## src/rtl/cwt_pkg.sv

```systemverilog
package cwt_pkg;
  localparam int unsigned NUM_CH = 3;

  typedef enum logic [1:0] {
    WF_NORMAL = 2'd0,
    WF_CTC    = 2'd1,
    WF_FAST   = 2'd2
  } wave_kind_e;

  typedef enum logic [1:0] {
    TOP_MAX   = 2'd0,
    TOP_FIXED = 2'd1,
    TOP_CMPA  = 2'd2,
    TOP_EXT   = 2'd3
  } top_src_e;

  typedef struct packed {
    wave_kind_e kind;
    top_src_e   src;
    logic [1:0] fix_sel;      // fixed TOP = 2^(8+fix_sel)-1
    logic       toggle_a_ok;  // fast PWM toggle allowed on channel A
  } mode_cfg_t;

  localparam logic [1:0] OC_OFF = 2'b00;
  localparam logic [1:0] OC_TGL = 2'b01;
  localparam logic [1:0] OC_CLR = 2'b10;
  localparam logic [1:0] OC_SET = 2'b11;
endpackage

```

## src/rtl/cwt_mode_dec.sv

```systemverilog
module cwt_mode_dec
  import cwt_pkg::*;
#(
  parameter int unsigned W = 16
) (
  input  logic [3:0]   wave_mode_i,
  input  logic [W-1:0] cmp_a_i,
  input  logic [W-1:0] top_ext_i,
  output mode_cfg_t    cfg_o,
  output logic [W-1:0] top_o
);
  localparam logic [3:0] M_CTC   = 4'd4;
  localparam logic [3:0] M_F8    = 4'd5;
  localparam logic [3:0] M_F9    = 4'd6;
  localparam logic [3:0] M_F10   = 4'd7;
  localparam logic [3:0] M_FEXT  = 4'd14;
  localparam logic [3:0] M_FCMPA = 4'd15;
  localparam int unsigned FIX_BASE = 8;

  logic [W-1:0] fixed_top;

  always_comb begin
    cfg_o = '{kind: WF_NORMAL, src: TOP_MAX, fix_sel: 2'd0, toggle_a_ok: 1'b0};
    unique case (wave_mode_i)
      M_CTC:   cfg_o = '{kind: WF_CTC,  src: TOP_CMPA,  fix_sel: 2'd0, toggle_a_ok: 1'b0};
      M_F8:    cfg_o = '{kind: WF_FAST, src: TOP_FIXED, fix_sel: 2'd0, toggle_a_ok: 1'b0};
      M_F9:    cfg_o = '{kind: WF_FAST, src: TOP_FIXED, fix_sel: 2'd1, toggle_a_ok: 1'b0};
      M_F10:   cfg_o = '{kind: WF_FAST, src: TOP_FIXED, fix_sel: 2'd2, toggle_a_ok: 1'b0};
      M_FEXT:  cfg_o = '{kind: WF_FAST, src: TOP_EXT,   fix_sel: 2'd0, toggle_a_ok: 1'b1};
      M_FCMPA: cfg_o = '{kind: WF_FAST, src: TOP_CMPA,  fix_sel: 2'd0, toggle_a_ok: 1'b1};
      default: ;
    endcase
  end

  always_comb begin
    for (int i = 0; i < int'(W); i++) begin
      fixed_top[i] = (i < int'(FIX_BASE) + int'(cfg_o.fix_sel));
    end
  end

  always_comb begin
    unique case (cfg_o.src)
      TOP_FIXED: top_o = fixed_top;
      TOP_CMPA:  top_o = cmp_a_i;
      TOP_EXT:   top_o = top_ext_i;
      default:   top_o = '1;
    endcase
  end
endmodule

```

## src/rtl/cwt_counter.sv

```systemverilog
module cwt_counter #(
  parameter int unsigned W = 16
) (
  input  logic         clk_i,
  input  logic         rst_ni,
  input  logic         en_i,
  input  logic [W-1:0] top_i,
  output logic [W-1:0] cnt_o,
  output logic         at_top_o,
  output logic         ovf_o
);
  logic [W-1:0] cnt_q;
  logic         ovf_q;

  assign at_top_o = (cnt_q == top_i);
  assign cnt_o    = cnt_q;
  assign ovf_o    = ovf_q;

  always_ff @(posedge clk_i or negedge rst_ni) begin
    if (!rst_ni) begin
      cnt_q <= '0;
      ovf_q <= 1'b0;
    end else begin
      ovf_q <= en_i && at_top_o;
      if (en_i) cnt_q <= at_top_o ? '0 : cnt_q + 1'b1;
    end
  end
endmodule

```

## src/rtl/cwt_channel.sv

```systemverilog
module cwt_channel
  import cwt_pkg::*;
#(
  parameter int unsigned W      = 16,
  parameter int unsigned CH_IDX = 0
) (
  input  logic         clk_i,
  input  logic         rst_ni,
  input  logic         en_i,
  input  logic         fast_i,
  input  logic         toggle_ok_i,
  input  logic [1:0]   out_mode_i,
  input  logic [W-1:0] cmp_i,
  input  logic [W-1:0] cnt_i,
  input  logic [W-1:0] top_i,
  input  logic         at_top_i,
  input  logic         force_off_i,
  output logic         wave_o,
  output logic         oe_o,
  output logic         match_o,
  output logic         state_o
);
  localparam bit IS_A = (CH_IDX == 0);

  logic state_q, state_d, match_q, hit, bottom, cmp_is_top;

  assign hit        = en_i && (cnt_i == cmp_i);
  assign bottom     = en_i && at_top_i;
  assign cmp_is_top = (cmp_i == top_i);

  always_comb begin
    oe_o    = 1'b0;
    state_d = state_q;
    if (fast_i) begin
      unique case (out_mode_i)
        OC_TGL: begin
          if (IS_A && toggle_ok_i) begin
            oe_o = 1'b1;
            if (hit) state_d = ~state_q;
          end
        end
        OC_CLR, OC_SET: begin
          oe_o = 1'b1;
          // wrap action first; a match at TOP is dropped
          if (bottom)                  state_d = (out_mode_i == OC_CLR);
          else if (hit && !cmp_is_top) state_d = (out_mode_i == OC_SET);
        end
        default: ;
      endcase
    end else begin
      unique case (out_mode_i)
        OC_TGL: begin oe_o = 1'b1; if (hit) state_d = ~state_q; end
        OC_CLR: begin oe_o = 1'b1; if (hit) state_d = 1'b0;     end
        OC_SET: begin oe_o = 1'b1; if (hit) state_d = 1'b1;     end
        default: ;
      endcase
    end
    if (force_off_i) oe_o = 1'b0;
    if (!oe_o) state_d = state_q;
  end

  always_ff @(posedge clk_i or negedge rst_ni) begin
    if (!rst_ni) begin
      state_q <= 1'b0;
      match_q <= 1'b0;
    end else begin
      state_q <= state_d;
      match_q <= hit;
    end
  end

  assign wave_o  = oe_o & state_q;
  assign match_o = match_q;
  assign state_o = state_q;
endmodule

```

## src/rtl/cwt_timer.sv

```systemverilog
module cwt_timer
  import cwt_pkg::*;
#(
  parameter int unsigned W = 16
) (
  input  logic              clk_i,
  input  logic              rst_ni,
  input  logic              cnt_en_i,
  input  logic [3:0]        wave_mode_i,
  input  logic [1:0]        out_mode_a_i,
  input  logic [1:0]        out_mode_b_i,
  input  logic [1:0]        out_mode_c_i,
  input  logic [W-1:0]      cmp_a_i,
  input  logic [W-1:0]      cmp_b_i,
  input  logic [W-1:0]      cmp_c_i,
  input  logic [W-1:0]      top_ext_i,
  input  logic              force_off_i,
  output logic [NUM_CH-1:0] wave_o,
  output logic [NUM_CH-1:0] wave_oe_o,
  output logic              ovf_o,
  output logic [NUM_CH-1:0] match_o
);
  mode_cfg_t          cfg;
  logic [W-1:0]       top_val;
  logic [W-1:0]       cnt_q;
  logic               at_top;
  logic [NUM_CH-1:0]  state_w;
  logic [W-1:0]       cmp_arr [NUM_CH];
  logic [1:0]         oc_arr  [NUM_CH];

  assign cmp_arr[0] = cmp_a_i;
  assign cmp_arr[1] = cmp_b_i;
  assign cmp_arr[2] = cmp_c_i;
  assign oc_arr[0]  = out_mode_a_i;
  assign oc_arr[1]  = out_mode_b_i;
  assign oc_arr[2]  = out_mode_c_i;

  cwt_mode_dec #(.W(W)) u_dec (
    .wave_mode_i (wave_mode_i),
    .cmp_a_i     (cmp_a_i),
    .top_ext_i   (top_ext_i),
    .cfg_o       (cfg),
    .top_o       (top_val)
  );

  cwt_counter #(.W(W)) u_cnt (
    .clk_i    (clk_i),
    .rst_ni   (rst_ni),
    .en_i     (cnt_en_i),
    .top_i    (top_val),
    .cnt_o    (cnt_q),
    .at_top_o (at_top),
    .ovf_o    (ovf_o)
  );

  for (genvar ch = 0; ch < NUM_CH; ch++) begin : g_ch
    cwt_channel #(.W(W), .CH_IDX(ch)) u_ch (
      .clk_i       (clk_i),
      .rst_ni      (rst_ni),
      .en_i        (cnt_en_i),
      .fast_i      (cfg.kind == WF_FAST),
      .toggle_ok_i (cfg.toggle_a_ok),
      .out_mode_i  (oc_arr[ch]),
      .cmp_i       (cmp_arr[ch]),
      .cnt_i       (cnt_q),
      .top_i       (top_val),
      .at_top_i    (at_top),
      .force_off_i (force_off_i),
      .wave_o      (wave_o[ch]),
      .oe_o        (wave_oe_o[ch]),
      .match_o     (match_o[ch]),
      .state_o     (state_w[ch])
    );
  end
endmodule

```

## config.mk

```make
export PLATFORM = sky130hd
export DESIGN_NAME = cwt_timer
export DESIGN_NICKNAME = d
export VERILOG_FILES = /design/src/rtl/cwt_pkg.sv /design/src/rtl/cwt_mode_dec.sv /design/src/rtl/cwt_counter.sv /design/src/rtl/cwt_channel.sv /design/src/rtl/cwt_timer.sv
export SDC_FILE = /design/constraint.sdc
export NUM_CORES = 1
export LEC_CHECK = 0
export BUFFER_PORTS_ARGS = -buffer_cell sky130_fd_sc_hd__buf_4
export CELL_PAD_IN_SITES_DETAIL_PLACEMENT = 1
export CELL_PAD_IN_SITES_GLOBAL_PLACEMENT = 1
export CORE_ASPECT_RATIO = 0.8
export CORE_MARGIN = 3
export CORE_UTILIZATION = 42
export DETAILED_ROUTE_END_ITERATION = 6
export PLACE_DENSITY = 0.94
export SYNTH_ARGS = -nofsm -noshare
export SYNTH_HDL_FRONTEND = slang
export SYNTH_SLANG_ARGS = --single-unit
```

## constraint.sdc

```tcl
create_clock -name clk_i -period 4.4 [get_ports clk_i]
set_input_delay 0.88 -clock clk_i [delete_from_list [all_inputs] [get_ports clk_i]]
set_output_delay 0.88 -clock clk_i [all_outputs]
set_load 0.02 [all_outputs]
```

# [After elaboration in Yosys (flattened, before gate mapping)]
# Cells that the tools add are included.
[totals] regBits=23 wordCells=136
[classes] n_addsub=2 magnitude_cmp=16 eq_ne=41 muxes=41 bitwise_logic=6 n_reduce_logical=22
[ops] operator="5-bit by 32-bit < comparator with 1-bit output (first input constant)" n=8
[ops] operator="4-bit by 32-bit < comparator with 1-bit output (first input constant)" n=4
[ops] operator="16-bit == test" n=7
[ops] operator="3-bit by 32-bit < comparator with 1-bit output (first input constant)" n=2
[ops] operator="16-bit case mux with 3 select lines" n=1
[ops] operator="7-bit case mux with 6 select lines" n=1
[ops] operator="1-bit two-way mux" n=33
[ops] operator="2-bit by 32-bit < comparator with 1-bit output (first input constant)" n=1
[ops] operator="3-bit by 2-bit inequality test with 1-bit output (second input constant)" n=8
[ops] operator="7-bit AND reduction" n=3
[ops] operator="2-bit == test (second input constant)" n=9
[ops] operator="16-bit by 1-bit adder with 16-bit output (second input constant)" n=1
[ops] operator="4-bit by 3-bit == test with 1-bit output (second input constant)" n=4
[ops] operator="16-bit two-way mux" n=1
[ops] operator="4-bit nonzero test" n=3
[ops] operator="1-bit case mux with 3 select lines" n=3
[ops] operator="3-bit OR reduction" n=3
[ops] operator="2-bit by 1-bit == test with 1-bit output (second input constant)" n=4
[ops] operator="4-bit == test (second input constant)" n=2
[ops] operator="1-bit logical AND" n=7
[ops] operator="3-bit by 1-bit inequality test with 1-bit output (second input constant)" n=2
[ops] operator="3-bit inequality test (second input constant)" n=2
[ops] operator="2-bit OR reduction" n=3
[ops] operator="4-bit by 2-bit adder with 5-bit output (first input constant)" n=1
[ops] operator="other kinds (7)" n=15

# [Depth between registers and ports, before layout]
# Gate-level depths: netlist of run 1.
[depth] depth_word=12 depth_mapped=10 ltp_nobuf=8

# [Hierarchy]
# From an unflattened synthesis of run 1, not the netlist that was laid out.
[unflattened] hier_cells=424 hier_area_um2=3528.4
[modules_own_cells] mod="cwt_counter" n_inst=1 cells_each=121 area_each_um2=1198.6 seq_area_each_um2=425.4
[modules_own_cells] mod="cwt_channel at g_ch[1].u_ch ..." n_inst=2 cells_each=74 area_each_um2=580.6 seq_area_each_um2=50.0
[modules_own_cells] mod="cwt_channel at g_ch[0].u_ch" n_inst=1 cells_each=81 area_each_um2=644.4 seq_area_each_um2=50.0
[modules_own_cells] mod="cwt_mode_dec" n_inst=1 cells_each=73 area_each_um2=510.5 seq_area_each_um2=0.0
[modules_own_cells] mod="cwt_timer" n_inst=1 cells_each=1 area_each_um2=13.8 seq_area_each_um2=0.0

# [Worst setup path after synthesis of run 1]
# OpenSTA, ideal clock, no wires.
[synth_path] path_type="input to register" start="in wave_mode_i[0]" end="reg u_cnt.cnt_q[9], in the netlist u_cnt.cnt_o[9]" setup_ns=0.119 arrival_time_ns=3.144 t_required_ns=4.281 path_slack_ns=1.137 path_stages=10 cell_sequence="buf_6 -> or3_1 -> buf_6 -> o32ai_4 -> xnor2_1 -> or3_1 -> or4b_4 -> nor4_4 -> buf_6 -> nor2_1"
[synth_via] elab_chain_len=7
[synth_lines] item="start, declared" line_no="cwt_timer.sv:9" text="input logic [3:0] wave_mode_i,"
[synth_lines] item="4-bit == test / 4-bit by 3-bit == test with 1-bit output (equally long branches)" line_no="cwt_mode_dec.sv:24" text="unique case (wave_mode_i)"
[synth_lines] item="7-bit case mux with 6 select lines *" line_no="cwt_mode_dec.sv:24"
[synth_lines] item="4-bit by 2-bit adder with 5-bit output" line_no="cwt_mode_dec.sv:37" text="fixed_top[i] = (i < int'(FIX_BASE) + int'(cfg_o.fix_sel));"
[synth_lines] item="2-bit by 32-bit < comparator with 1-bit output, or another cell as far along" line_no="cwt_mode_dec.sv:37"
[synth_lines] item="16-bit case mux with 3 select lines *" line_no="cwt_mode_dec.sv:42" text="unique case (cfg_o.src)"
[synth_lines] item="16-bit == test *" line_no="cwt_counter.sv:15" text="assign at_top_o = (cnt_q == top_i);"
[synth_lines] item="16-bit two-way mux *" line_no="cwt_counter.sv:25" text="if (en_i) cnt_q <= at_top_o ? '0 : cnt_q + 1'b1;"
[synth_lines] item="end signal, assigned" line_no="cwt_counter.sv:25"
[synth_lines] item="end, declared" line_no="cwt_counter.sv:12" text="logic [W-1:0] cnt_q;"
# Every way passes the cells marked *; elsewhere a longest branch is shown, timed or not.
# A chain may end at the register's enable or synchronous reset.

# [Worst setup path in the final report of run 1]
[layout_path] start="in wave_mode_i[0]" end="reg g_ch[1].u_ch.state_q"
[layout_via] elab_chain_len=10
[layout_lines] item="4-bit == test / 4-bit by 3-bit == test with 1-bit output (equally long branches)" line_no="cwt_mode_dec.sv:24"
[layout_lines] item="7-bit case mux with 6 select lines *" line_no="cwt_mode_dec.sv:24"
[layout_lines] item="4-bit by 2-bit adder with 5-bit output" line_no="cwt_mode_dec.sv:37"
[layout_lines] item="2-bit by 32-bit < comparator with 1-bit output, or another cell as far along" line_no="cwt_mode_dec.sv:37"
[layout_lines] item="16-bit case mux with 3 select lines" line_no="cwt_mode_dec.sv:42"
[layout_lines] item="16-bit == test, on equally long branches" line_no="cwt_channel.sv:29, cwt_counter.sv:15"
[layout_lines] item="1-bit zero test / 1-bit logical AND (equally long branches)" line_no="cwt_channel.sv:46, cwt_channel.sv:28"
[layout_lines] item="1-bit logical AND / 1-bit two-way mux (equally long branches)" line_no="cwt_channel.sv:46, cwt_channel.sv:45"
[layout_lines] item="3-bit by 2-bit inequality test with 1-bit output (no source line) / 1-bit two-way mux (equally long branches)"
[layout_lines] item="7-bit AND reduction (no source line) / 1-bit two-way mux (equally long branches)"
[layout_lines] item="end signal, assigned" line_no="cwt_channel.sv:67" text="state_q <= state_d;"
[layout_lines] item="end, declared" line_no="cwt_channel.sv:25" text="logic state_q, state_d, match_q, hit, bottom, cmp_is_top;"
# Every way passes the cells marked *; elsewhere a longest branch is shown, timed or not. The select of a mux whose other input is x is not followed.

==> results of run 1 <==
power groups by stage:
stage,clock network [mW],registers [mW],logic [mW]
floorplan,0,0.246,0.340
global placement,0,0.326,0.400
detailed placement,0,0.328,0.423
CTS,0.145,0.324,0.428
global route,0.152,0.330,0.472
finish,0.142,0.327,0.436
metal layers:
layer	part of all wire [%]	up-vias	wire [um]	track usage [%]
li1	-	1547	-	-
met1	41	1709	5291	37.33
met2	47	197	6059	47.54
met3	8.2	41	1045	5.095
met4	2.9	0	372	8.582
met5	0	-	0	0
cells by family (layout without fill, tap and decap cells):
| logic type | Yosys count | in the layout |
|---|---|---|
| AOI/OAI and AO/OA | 56 | 56 |
| xor gates and xnor gates | 96 | 96 |
| adders and majority gates | 1 | 1 |
| buffers and inverters | 42 | 100 |
| DFF | 23 | 23 |
| muxes | 17 | 17 |
| and+or+nand+nor | 167 | 167 |
path summary, 6_finish.rpt:
check | slack [ps] | cells after the start | from | to
min in group clk_i | 550 | 1 | g_ch[1].u_ch.state_o | g_ch[1].u_ch.state_o
max reg2reg | 1630 | 7 | u_cnt.cnt_o[6] | g_ch[1].u_ch.state_o
min | 490 | 1 | rst_ni | u_cnt.cnt_o[12]
min reg2reg | 550 | 1 | g_ch[1].u_ch.state_o | g_ch[1].u_ch.state_o
max | 710 | 9 | wave_mode_i[0] | g_ch[1].u_ch.state_o
max in group asynchronous | 3660 | 1 | rst_ni | u_cnt.cnt_o[6]
cell usage after synthesis (2+ instances only):
library cell / number / area share, %
xnor2_1: 53 / 14
xor2_1: 43 / 12
nor2_1: 31 / 3.6
nand2_1: 25 / 2.9
dfrtp_1: 23 / 18
clkbuf_1: 19 / 2.2
nor4_1: 19 / 3.6
mux2_2: 16 / 5.5
a21oi_1: 15 / 2.3
nand3_1: 15 / 2.3
nand4_1: 13 / 2.5
nor3_1: 13 / 2.0
o21ai_0: 10 / 1.5
and2_1: 9 / 1.7
buf_4: 9 / 2.1
inv_1: 7 / 0.80
a211oi_1: 6 / 1.4
nand4b_1: 6 / 1.6
nor2b_1: 5 / 0.96
o32ai_4: 5 / 4.2
or3_1: 5 / 0.96
nand2b_1: 4 / 0.76
and3_1: 3 / 0.57
buf_2: 3 / 0.46
buf_6: 3 / 1.0
nor3b_1: 3 / 0.69
a21o_1: 2 / 0.46
nor4b_1: 2 / 0.54
o211ai_1: 2 / 0.46
o2bb2ai_1: 2 / 0.54
o311ai_0: 2 / 0.54
o32ai_2: 2 / 0.99
or3b_1: 2 / 0.54
or4_1: 2 / 0.46
critical path, delay by kind of cell:
kind / cells / cell delay [ps]
XOR/XNOR: 1 / 160
multiplexers: 1 / 330
buffers and inverters: 1 / 210
AO/OA/AOI/OAI: 2 / 620
AND/OR/NAND/NOR: 4 / 1660
final cells by class:
| class | count | area [um2] | share of cell area, % |
|---|---|---|---|
| Inverter | 8 | 30.03 | 0.7653 |
| Clock inverter | 1 | 5.005 | 0.1276 |
| Multi-Input combinational cell | 337 | 2480 | 63.20 |
| Tap cell | 105 | 131.4 | 3.348 |
| Sequential cell | 23 | 575.6 | 14.67 |
| Timing Repair Buffer | 88 | 660.6 | 16.84 |
| Clock buffer | 3 | 41.29 | 1.052 |
stage by stage:
stage | instances | utilization [%] | cell area, um2 | power (mW) | worst slack [ps]
2_1_floorplan | 402 | - | 3273 | 0.5859 | 1137
3_3_place_gp | 561 | 51.72 | 3877 | 0.7266 | 690.6
3_5_place_dp | 561 | 51.72 | 3877 | 0.7512 | 472.3
4_1_cts | 565 | 52.34 | 3924 | 0.8967 | 765.5
5_1_grt | 565 | 52.34 | 3924 | 0.9547 | 456.9
6_report | 565 | 52.34 | 3924 | 0.9056 | 708.8
registers in the layout, indices dropped and copies added, names as in the netlist:
name	flops
g_ch.u_ch.state_o	3
u_cnt.ovf_o	1
g_ch.u_ch.match_o	3
u_cnt.cnt_o	16
==> impl_metrics.json, run 1 <==
{
  "status": "completed",
  "io_buffers": 87,
  "drt-wirelength-per-cell_um": 22.60,
  "clock_latency_ps": 280,
  "period_minus_slack_ps": 3691,
  "drive_gt1_share_pct": 26.30,
  "worstPathRequired_ps": 4570,
  "postSynth.asyncResetShare_pct": 100.0,
  "syn_area_per_cell_um2": 8.142,
  "yosysUniqueCellTypes": 57,
  "numClockSinks": 23,
  "grt_setup_unrepaired": "false",
  "ios": 88,
  "final_cell_mix": "88 x buf_4, 53 x xnor2_1, 43 x xor2_1, 31 x nor2_1, 25 x nand2_1",
  "die_x_um": 104.7,
  "min_period_over_period_pct": 83.89,
  "synthXorXnorAreaFrac_pct": 25.69,
  "ctsHoldBuffers": 0,
  "final_max_slew_viol_count": 0,
  "hold_violations": 0,
  "syn-instance-count": 402,
  "synthAdderAreaFrac_pct": 0.3823,
  "netlist_area_um2": 3273,
  "core_um2": 7497,
  "initial_utilization_pct": 43.66,
  "design.die.area_um2": 8895,
  "grtUsageTotal_pct": 28.30,
  "synth_fp_nets": 481,
  "avgViaCountPerCell": 6.184,
  "grt_pass1_wl_um": 19950,
  "synth_compound_area_share_pct": 14.87,
  "post-dp-hpwl_um": 10530,
  "num_vias": 3494,
  "synth-seq-cells": 23,
  "tns_ps": 0,
  "first_pass_iters": 5,
  "clk_pin_slew_ps": 90,
  "final_common_cell": "buf_4",
  "dominantRegCellSynth": "dfrtp_1",
  "antenna_found_initial": 0,
  "switching_power_mw": 0.4058,
  "hold_slack_ps": 489.0,
  "grt_max_degree": 25,
  "cts_resized": 0,
  "cp.arrival_ps": 3860,
  "synth_top_family_by_area": "simple AND/OR/NAND/NOR gates",
  "max_stage_delay_ps": 660,
  "relSlewSlack_pct": 45.61,
  "crit_type": "in2reg",
  "chipHeight_um": 84.96,
  "fin_nets": 540,
  "p_leak_nw": 1.553,
  "cap_viol_max_count": 0,
  "drc": 0,
  "crit_path_end_kind": "flop",
  "clk_path_buf_depth": 2,
  "p_int_mw": 0.4998,
  "fin_skew_ps": 7.754,
  "cp-start-kind": "input port",
  "setup_viol": 0,
  "synth-edff-count": 0,
  "fillCellCount": 974,
  "overflow": 0,
  "peakVddDrop_uv": 196.6,
  "cellPowerDensity_nw_per_um2": 230.8,
  "ys_warn_count": 0,
  "min-delay-path-class": "in2async",
  "ys_seq_area_share_pct": 17.58,
  "clock_tree.root_cell": "clkbuf_8",
  "num_rows": 28,
  "numCtsBuffers": 3,
  "postCtsSetupRepairBufs": 0,
  "diodes": 0,
  "crit_chain": "buf_4 -> or3_1 -> o32ai_4 -> xnor2_1 -> nor3b_1 -> nand4_1 -> nor4_2 -> a22o_1 -> mux2_2",
  "muxShareOfSynthArea_pct": 5.810,
  "area_growth_syn_to_layout_pct": 19.88,
  "sw_frac_of_total_pct": 44.81,
  "worstMarginPinSlew_ps": 814.9,
  "slowest_stage": "or3_1",
  "totalWireLength_um": 12770,
  "grt_pass1_vias": 3628,
  "synthSimpleGateAreaFrac_pct": 29.01,
  "cts.htree.levels": 1,
  "max_freq_ghz": 0.2709,
  "pwr-share-seq_pct": 36.1,
  "antenna_left": 0,
  "clockPowerShare_pct": 15.7,
  "place.gp.congestion": 1.012,
  "drtIter0Drc": 246,
  "comb_power_share_pct": 48.2,
  "cts_tree": "done",
  "cp_max_fo": 24
}
No activity file was read; power rests on OpenSTA's default activity.
==> run 2, diff against run 1 <==
- ABC_AREA: not set -> 1
- CORE_UTILIZATION: 42 -> 38
- PLACE_DENSITY: 0.94 -> 0.9
- clock period: 4.4 -> 3.5 ns (I/O delays scaled with it)
==> run 2 against run 1 <==
Power is 79% higher. Critical path depth is 7 higher. Clock-buffer cell count stayed put. Global-route usage is 2.0 points higher. Core utilization is 5.7 points lower. Critical path type unchanged. Largest power group unchanged.
==> impl_metrics.json, run 2 <==
{
  "status": "completed",
  "area_growth_syn_to_layout_pct": 18.27,
  "p_leak_nw": 2.574,
  "cts_tree": "done",
  "numClockSinks": 23,
  "avgViaCountPerCell": 5.643,
  "worstPathRequired_ps": 3660,
  "first_pass_iters": 7,
  "antenna_found_initial": 0,
  "ctsHoldBuffers": 0,
  "totalWireLength_um": 18170,
  "cp_max_fo": 42,
  "ys_seq_area_share_pct": 14.15,
  "synth_fp_nets": 811,
  "synth_most_common_cell": "nand2_1",
  "cap_viol_max_count": 0,
  "grt_pass1_wl_um": 28720,
  "hold_violations": 0,
  "die_x_um": 121.7,
  "postSynth.asyncResetShare_pct": 100.0,
  "clock_latency_ps": 270,
  "drtIter0Drc": 496,
  "relSlewSlack_pct": 54.92,
  "diodes": 0,
  "r2r_setup_slack_ps": 940,
  "ys_warn_count": 0,
  "cp.arrival_ps": 3170,
  "drc": 0,
  "reg2reg_to": "u_cnt.cnt_o[12]",
  "r2r_cells": 12,
  "clk_path_buf_depth": 2,
  "fin_util_pct": 46.61,
  "finalInstanceArea_um2": 4811,
  "multi_input_area_um2": 2885,
  "final_cell_mix": "229 x nand2_1, 105 x inv_1, 90 x buf_4, 86 x nor2_1, 72 x nand3_1",
  "setup_viol": 0,
  "antenna_left": 0,
  "fillCellCount": 1485,
  "ys_top_cells_by_area": "nand2_1 21%, dfrtp_1 14%, inv_1 9.7%, nand3_1 8.9%, nor2_1 7.9%",
  "cts_resized": 0,
  "post-dp-hpwl_um": 15110,
  "final_common_cell": "nand2_1",
  "overflow": 0,
  "synth-seq-cells": 23,
  "io_buffers": 87,
  "chipHeight_um": 98.54,
  "netlist_area_um2": 4068,
  "numCtsBuffers": 3,
  "register_area_um2": 575.6,
  "final_max_slew_viol_count": 0,
  "drt-wirelength-per-cell_um": 19.37,
  "grt_pass1_vias": 5450,
  "grt_max_degree": 43,
  "worstMarginPinSlew_ps": 671.1,
  "r2r_start": "u_cnt.cnt_o[0]",
  "cp-start-kind": "input port",
  "max_freq_ghz": 0.3327,
  "synthTopCellsByCount": "229 x nand2_1, 105 x inv_1, 86 x nor2_1",
  "tns_ps": 0,
  "num_rows": 33,
  "synth-edff-count": 0,
  "postCtsSetupRepairBufs": 0,
  "grt_setup_unrepaired": "false",
  "clk_pin_slew_ps": 70,
  "initial_utilization_pct": 39.41,
  "syn_area_per_cell_um2": 5.557,
  "place.gp.congestion": 1.004,
  "fin_nets": 878,
  "design.die.area_um2": 11990,
  "synth_top_cell_by_area": "nand2_1",
  "fin_skew_ps": 6.963,
  "crit_type": "in2reg",
  "core_um2": 10320,
  "syn-instance-count": 732,
  "yosysUniqueCellTypes": 40,
  "crit_path_end_kind": "flop",
  "period_minus_slack_ps": 3006,
  "dominantRegCellSynth": "dfrtp_1",
  "peakVddDrop_uv": 187.4,
  "cts.htree.levels": 1,
  "clock_tree.root_cell": "clkbuf_16",
  "grtUsageTotal_pct": 30.29,
  "netlist.area_leader.share_pct": 21.13,
  "cellPowerDensity_nw_per_um2": 337.2,
  "min_period_over_period_pct": 85.89,
  "ios": 88,
  "largest_reg_flops": 16,
  "min-delay-path-class": "in2async",
  "drive_gt1_share_pct": 17.79,
  "place_area_um2": 4728,
  "num_vias": 5293
}
## run 2: critical path, cell delays in order
cell and delay (ps):
buf_4 140, inv_2 50, nor2_4 110, nand2_2 70, nand2_4 460, nand3_2 210, nand2_1 100, nand2_1 90
nor2_1 160, nand2_1 110, nor2_4 200, nand3_4 250, nand3_1 200, nand3_1 100, nor2_1 120, nor2_1 60
## run 2: area by class of cell
cell class | count | area share, %
clock inverter | 1 | 0.1560
clock buffer | 3 | 1.560
multi-input combinational | 570 | 59.97
tap | 140 | 3.641
inverter | 111 | 8.661
timing repair buffer | 90 | 14.04
sequential | 23 | 11.96
## run 2: worst max path at each step
stage	start	end	slack (ps)	cells after the start
final	wave_mode_i[2]	g_ch[2].u_ch.state_o	490	16
after global routing	wave_mode_i[2]	g_ch[2].u_ch.state_o	250	16
after CTS	wave_mode_i[2]	g_ch[1].u_ch.state_o	540	16
after detailed placement	wave_mode_i[2]	g_ch[2].u_ch.state_o	270	16
after global placement	wave_mode_i[1]	g_ch[1].u_ch.state_o	470	15
after floorplan	wave_mode_i[1]	wave_o[0]	920	11
## run 2: layer usage
metal / wire, um / GRT usage, % / up-vias
met2: 8397 / 50.57 / 231
li1: - / - / 2491
met1: 7927 / 40.47 / 2542
met4: 266 / 5.082 / 0
met3: 1581 / 7.172 / 29
met5: 0 / 0 / -
## run 2: kinds of logic (layout without fill, tap and decap cells)
| family | count (synthesis) | after routing | share of synthesized area [%] |
|---|---|---|---|
| AO/OA/AOI/OAI | 48 | 48 | 7.136 |
| AND/OR/NAND/NOR | 498 | 498 | 58.54 |
| flip-flops | 23 | 23 | 14.15 |
| buffers and inverters | 139 | 205 | 14.92 |
| XOR/XNOR | 23 | 23 | 4.952 |
| adder cells (fa/ha/maj) | 1 | 1 | 0.3075 |
## run 2: power by group
| part | switching (mW) | leakage, nW | internal [mW] | total (mW) |
|---|---|---|---|---|
| Sequential | 0.118 | 0.284 | 0.317 | 0.436 |
| Combinational | 0.612 | 2.25 | 0.305 | 0.918 |
| Clock | 0.113 | 0.0371 | 0.156 | 0.268 |
| Total | 0.844 | 2.57 | 0.778 | 1.62 |
## run 2: stage by stage
stage	worst slack [ps]	hold slack (ps)	instances	total power, mW
final	494.0	326.3	938	1.622
after global placement	471.6	503.6	934	1.289
after floorplan	916.8	404.4	732	0.9651
after detailed placement	273.4	525.9	934	1.322
after global routing	250.8	337.1	938	1.726
after CTS	544.1	334.8	938	1.597
